## src/rtl/hr_gearbox_pkg.sv

```systemverilog
`timescale 1ns/1ps
package hr_gearbox_pkg;
  // one byte-enable bit covers this many data bits
  parameter int unsigned BE_LANE_BITS = 9;

  // which half of the slow cycle the current fast cycle is
  typedef enum logic {PH_EARLY = 1'b0, PH_LATE = 1'b1} phase_e;
endpackage

```

## src/rtl/hr_phase.sv

```systemverilog
`timescale 1ns/1ps
module hr_phase
  import hr_gearbox_pkg::*;
(
  input  logic   clk,
  input  logic   rst,
  output phase_e ph
);
  always_ff @(posedge clk) begin
    if (rst) ph <= PH_EARLY;
    else     ph <= (ph == PH_EARLY) ? PH_LATE : PH_EARLY;
  end
endmodule

```

## src/rtl/hr_slot_pack.sv

```systemverilog
`timescale 1ns/1ps
// Collects one item per fast cycle into a two-slot word that updates once
// per slow cycle: slot 0 = early cycle, slot 1 = late cycle.
module hr_slot_pack #(
  parameter int W = 20
) (
  input  logic           clk,
  input  logic           rst,
  input  logic           late,
  input  logic           in_vld,
  input  logic [W-1:0]   in_dat,
  output logic [1:0]     out_vld,
  output logic [2*W-1:0] out_dat
);
  logic         hold_vld;
  logic [W-1:0] hold_dat;

  always_ff @(posedge clk) begin
    if (rst) begin
      hold_vld <= 1'b0;
      out_vld  <= 2'b00;
    end else if (!late) begin
      hold_vld <= in_vld;
    end else begin
      out_vld  <= {in_vld, hold_vld};
    end
  end

  always_ff @(posedge clk) begin
    if (!late) hold_dat <= in_dat;
    else       out_dat  <= {in_dat, hold_dat};
  end
endmodule

```

## src/rtl/hr_slot_unpack.sv

```systemverilog
`timescale 1ns/1ps
// Takes a two-slot word at the slow edge and replays it one slot per fast
// cycle, slot 0 first.
module hr_slot_unpack #(
  parameter int W = 18
) (
  input  logic           clk,
  input  logic           rst,
  input  logic           late,
  input  logic [1:0]     in_vld,
  input  logic [2*W-1:0] in_dat,
  output logic           out_vld,
  output logic [W-1:0]   out_dat
);
  logic         hold_vld;
  logic [W-1:0] hold_dat;

  always_ff @(posedge clk) begin
    if (rst) begin
      hold_vld <= 1'b0;
      out_vld  <= 1'b0;
    end else if (late) begin
      out_vld  <= in_vld[0];
      hold_vld <= in_vld[1];
    end else begin
      out_vld  <= hold_vld;
    end
  end

  always_ff @(posedge clk) begin
    if (late) begin
      out_dat  <= in_dat[W-1:0];
      hold_dat <= in_dat[2*W-1:W];
    end else begin
      out_dat  <= hold_dat;
    end
  end
endmodule

```

## src/rtl/hr_pass_reg.sv

```systemverilog
`timescale 1ns/1ps
// Bypass variant: one register stage on a two-slot word.
module hr_pass_reg #(
  parameter int W = 20
) (
  input  logic           clk,
  input  logic           rst,
  input  logic [1:0]     in_vld,
  input  logic [2*W-1:0] in_dat,
  output logic [1:0]     out_vld,
  output logic [2*W-1:0] out_dat
);
  always_ff @(posedge clk) begin
    if (rst) out_vld <= 2'b00;
    else     out_vld <= in_vld;
  end

  always_ff @(posedge clk) begin
    out_dat <= in_dat;
  end
endmodule

```

## src/rtl/hr_cmd_gearbox.sv

```systemverilog
`timescale 1ns/1ps
module hr_cmd_gearbox
  import hr_gearbox_pkg::*;
#(
  parameter  int AW     = 20,
  parameter  int DW     = 18,
  parameter  int BYPASS = 0,
  localparam int BW     = DW / BE_LANE_BITS,
  localparam int US     = (BYPASS != 0) ? 2 : 1
) (
  input  logic            clk,
  input  logic            rst,
  input  logic [US-1:0]   usr_rd_req,
  input  logic [US*AW-1:0] usr_rd_addr,
  input  logic [US-1:0]   usr_wr_req,
  input  logic [US*AW-1:0] usr_wr_addr,
  input  logic [US*DW-1:0] usr_wr_data,
  input  logic [US*BW-1:0] usr_wr_be,
  output logic [US-1:0]   usr_rd_valid,
  output logic [US*DW-1:0] usr_rd_data,
  output logic [1:0]      core_rd_req,
  output logic [2*AW-1:0] core_rd_addr,
  output logic [1:0]      core_wr_req,
  output logic [2*AW-1:0] core_wr_addr,
  output logic [2*DW-1:0] core_wr_data,
  output logic [2*BW-1:0] core_wr_be,
  input  logic [1:0]      core_rd_valid,
  input  logic [2*DW-1:0] core_rd_data
);
  localparam int WW = AW + DW + BW;   // one write slot: {be, data, addr}

  logic [US*WW-1:0] usr_wr_bus;
  logic [2*WW-1:0]  core_wr_bus;

  for (genvar s = 0; s < US; s++) begin : g_usr_wr
    assign usr_wr_bus[s*WW +: WW] =
      {usr_wr_be[s*BW +: BW], usr_wr_data[s*DW +: DW], usr_wr_addr[s*AW +: AW]};
  end

  for (genvar s = 0; s < 2; s++) begin : g_core_wr
    assign {core_wr_be[s*BW +: BW], core_wr_data[s*DW +: DW], core_wr_addr[s*AW +: AW]} =
      core_wr_bus[s*WW +: WW];
  end

  if (BYPASS == 0) begin : g_gear
    phase_e ph;
    logic   late;

    hr_phase u_phase (.clk(clk), .rst(rst), .ph(ph));
    assign late = (ph == PH_LATE);

    hr_slot_pack #(.W(AW)) u_rd_pack (
      .clk(clk), .rst(rst), .late(late),
      .in_vld(usr_rd_req), .in_dat(usr_rd_addr),
      .out_vld(core_rd_req), .out_dat(core_rd_addr));

    hr_slot_pack #(.W(WW)) u_wr_pack (
      .clk(clk), .rst(rst), .late(late),
      .in_vld(usr_wr_req), .in_dat(usr_wr_bus),
      .out_vld(core_wr_req), .out_dat(core_wr_bus));

    hr_slot_unpack #(.W(DW)) u_ret_unpack (
      .clk(clk), .rst(rst), .late(late),
      .in_vld(core_rd_valid), .in_dat(core_rd_data),
      .out_vld(usr_rd_valid), .out_dat(usr_rd_data));
  end else begin : g_bypass
    hr_pass_reg #(.W(AW)) u_rd_pass (
      .clk(clk), .rst(rst),
      .in_vld(usr_rd_req), .in_dat(usr_rd_addr),
      .out_vld(core_rd_req), .out_dat(core_rd_addr));

    hr_pass_reg #(.W(WW)) u_wr_pass (
      .clk(clk), .rst(rst),
      .in_vld(usr_wr_req), .in_dat(usr_wr_bus),
      .out_vld(core_wr_req), .out_dat(core_wr_bus));

    hr_pass_reg #(.W(DW)) u_ret_pass (
      .clk(clk), .rst(rst),
      .in_vld(core_rd_valid), .in_dat(core_rd_data),
      .out_vld(usr_rd_valid), .out_dat(usr_rd_data));
  end
endmodule

```

## config.mk

```make
export PLATFORM = sky130hd
export DESIGN_NAME = hr_cmd_gearbox
export DESIGN_NICKNAME = d
export VERILOG_FILES = /design/src/rtl/hr_gearbox_pkg.sv /design/src/rtl/hr_phase.sv /design/src/rtl/hr_slot_pack.sv /design/src/rtl/hr_slot_unpack.sv /design/src/rtl/hr_pass_reg.sv /design/src/rtl/hr_cmd_gearbox.sv
export SDC_FILE = /design/constraint.sdc
export NUM_CORES = 1
export LEC_CHECK = 0
export ABC_AREA = 1
export BUFFER_PORTS_ARGS = -buffer_cell sky130_fd_sc_hd__buf_2
export CORE_ASPECT_RATIO = 1.2
export CORE_MARGIN = 2
export CORE_UTILIZATION = 51
export DETAILED_ROUTE_END_ITERATION = 12
export GPL_ROUTABILITY_DRIVEN = 0
export GPL_TIMING_DRIVEN = 0
export PLACE_DENSITY = 0.82
export SYNTH_ARGS = -nofsm -noshare
export SYNTH_HDL_FRONTEND = slang
export SYNTH_SLANG_ARGS = --single-unit
```

## constraint.sdc

```tcl
create_clock -name clk -period 10.5 [get_ports clk]
set_clock_uncertainty 0.05 [all_clocks]
set_input_delay 0.525 -clock clk [delete_from_list [all_inputs] [get_ports clk]]
set_output_delay 0.525 -clock clk [all_outputs]
set_load 0.01 [all_outputs]
```

==> flow_metrics.py <==
metrics = {
    "synthesis": {
        "synth.avg_cell_area_um2": 22.3,
        "synth_cell_type_count": 8,
        "syn_inst": 307,
        "synth_adder_area_share": 0,
        "async_flop_share": 0,
        "synth_fp_nets": 409,
        "synth_warnings": 0,
        "synth-compound-area-share": 0,
        "synth_top_cell_area_share": 0.868,
        "synthTopCellsByCount": "198 x edfxtp_1, 69 x nand2_1, 27 x dfxtp_1, 6 x nand3_1, 4 x buf_6",
        "ys_ff_latch": 225,
        "synth_top_area_cell": "edfxtp_1",
        "synth_top_family_by_area": "simple AND/OR/NAND/NOR gates",
        "synth_mux_area_frac": 0,
        "synth-xor-area-share": 0,
        "seq_area_frac_synth": 0.947,
        "netlist_area_um2": 6850,
        "yosysMostFrequentCell": "edfxtp_1",
        "synthSimpleGateAreaFrac": 0.0451,
        "ys.flop_type": "edfxtp_1",
        "synth.area.top_cells": "edfxtp_1 87%, dfxtp_1 7.9%, nand2_1 3.8%",
        "synth_edf_count": 198,
    },
    "route": {
        "avgViaCountPerCell": 4.79,
        "first_pass_iters": 4,
        "drt_wl_total_mm": 12.7,
        "wl_per_cell_um": 16.7,
        "drtAntennaViolNets": 0,
        "dr_total_vias": 3633,
        "drt-initial-drc-count": 213,
        "drc_errors": 0,
    },
    "timing": {
        "slew_violations": 0,
        "rsz0062_at_grt": "no",
        "fmax_ghz": 0.525,
        "setup-violations-final": 0,
        "post-route-period-util": 0.181,
        "final.min_clock_period_ns": 1.90,
        "setup_ws_ns": 8.60,
        "relSlewSlack": 0.463,
        "tns_ns": 0,
        "tightest_slew_ns": 0.806,
        "hold_viol": 0,
    },
    "global_routing": {
        "grt_pass1_vias": 3606,
        "track_usage": 0.169,
        "antenna_found_initial": 2,
        "grt_max_degree": 81,
        "overflow": 0,
        "grt_pass1_wl_mm": 18.2,
    },
    "power": {
        "powerDensity_nw_per_um2": 207,
        "p_leak_nw": 3.69,
        "ir_drop_mv": 0.155,
    },
    "critical_path": {
        "cp-start-kind": "flip-flop",
        "crit_arrival_ns": 1.96,
        "path_class": "flip-flop to flip-flop",
        "required_ns": 10.56,
        "crit_fanout": 69,
        "end_kind": "flip-flop",
    },
    "cts": {
        "ctsHoldBuffers": 0,
        "cts.clk_slew.worst_paths_ns": 0.06,
        "numCtsBuffers": 21,
        "cts_resized": 0,
        "cts_buffer_depth": 3,
        "cts_tree": "done",
        "cts_sinks": 225,
        "insertion_delay_ns": 0.48,
        "ctsHtreeMaxLevel": 1,
        "cts-root-buf": "clkbuf_16",
        "post_cts_buffers": 0,
    },
    "worst_hold_path": {
        "hp-class": "input pin to flip-flop",
    },
    "final_layout": {
        "layout-drive-gt1-share": 0.475,
        "synthToLayoutAreaGrowth_pct": 30.5,
        "fillers": 845,
        "nNetsFinal": 677,
    },
    "floorplanning": {
        "rows": 46,
        "die_area_um2": 14400,
        "die_w_um": 110,
        "core_um2": 13200,
        "start_util": 0.520,
        "io_pins": 245,
        "die-height_um": 131,
    },
    "placed_design": {
        "dp_hpwl_mm": 8.62,
        "dpl_worst_slack_ns": 8.56,
        "io_buffers": 244,
    },
    "flow_run": {
        "maxCapViolCount": 0,
    },
    "status": {
        "status": "complete, no violations",
    },
}
## routing by layer
layer	GRT usage	part of all wire	wire length (um)
met5	0	0.0013	16
met2	0.305	0.53	6670
met1	0.187	0.35	4450
met4	0.0596	0.028	350
met3	0.0516	0.096	1220
## metrics by stage
step / area [um^2] / cells / hold slack [ns] / total power [mW] / utilization
after floorplan: 6850 / 307 / 0.350 / 1.12 / -
after global routing: 8940 / 757 / 0.146 / 1.92 / 0.678
after global placement: 8280 / 719 / 0.350 / 1.18 / 0.629
after CTS: 8940 / 757 / 0.150 / 1.87 / 0.678
final: 8940 / 758 / 0.169 / 1.85 / 0.678
after detailed placement: 8320 / 720 / 0.355 / 1.19 / 0.631
## where the power goes
part	total [mW]	internal (mW)	switching (mW)	leakage, nW
combinational	0.106	0.0420	0.0640	1.25
clock	0.683	0.393	0.290	0.304
sequential	1.06	1.04	0.0203	2.14
total	1.85	1.48	0.375	3.69
## layout by cell type (no fill, tap or decap), types with 3 or more instances in the layout
cell         n
edfxtp_1   198
clkinv_1     3
clkbuf_1     6
nand3_1      6
dfxtp_1     26
buf_6        4
clkinv_2     5
nand2_1     69
clkbuf_16   21
buf_2      244
## sequential cells by signal, indices dropped and copies added (netlist names)
register,count
g_gear.u_phase.ph,1
g_gear.u_rd_pack.hold_dat,20
g_gear.u_rd_pack.hold_vld,1
g_gear.u_rd_pack.out_dat,40
g_gear.u_rd_pack.out_vld,2
g_gear.u_ret_unpack.hold_dat,18
g_gear.u_ret_unpack.hold_vld,1
g_gear.u_ret_unpack.out_dat,18
g_gear.u_ret_unpack.out_vld,1
g_gear.u_wr_pack.hold_dat,40
g_gear.u_wr_pack.hold_vld,1
g_gear.u_wr_pack.out_dat,80
g_gear.u_wr_pack.out_vld,2
## critical path, cell delays in order (launching register included)
cell     delay (ns)
dfxtp_4        0.56
buf_6          0.28
inv_6          0.09
buf_6          0.48
## cell families after synthesis
| logic type | count (synthesis) |
|---|---|
| buf+inv | 6 |
| flops | 225 |
| simple gates | 76 |
## cell type report
class,count,area [um^2],share of cell area
Inverter,2,12.5,0.00140
Antenna cell,1,2.50,0.000280
Multi-Input combinational cell,76,309,0.0346
Sequential cell,225,6490,0.726
Timing Repair Buffer,245,1250,0.140
Clock inverter,10,73.8,0.00826
Buffer,4,45.0,0.00504
Tap cell,168,210,0.0235
Clock buffer,27,548,0.0613
## worst paths after layout
check,from,end,slack (ns),cells after the start
setup / recovery,g_gear.u_phase.ph,g_gear.u_wr_pack.hold_dat[6],8.60,3
hold / removal,core_rd_data[35],g_gear.u_ret_unpack.hold_dat[17],0.17,1
setup reg to reg,g_gear.u_phase.ph,g_gear.u_wr_pack.hold_dat[6],8.60,3
hold reg to reg,g_gear.u_rd_pack.hold_dat[17],g_gear.u_rd_pack.out_dat[17],0.37,0
Note: power is estimated with default switching activity, not from simulation.
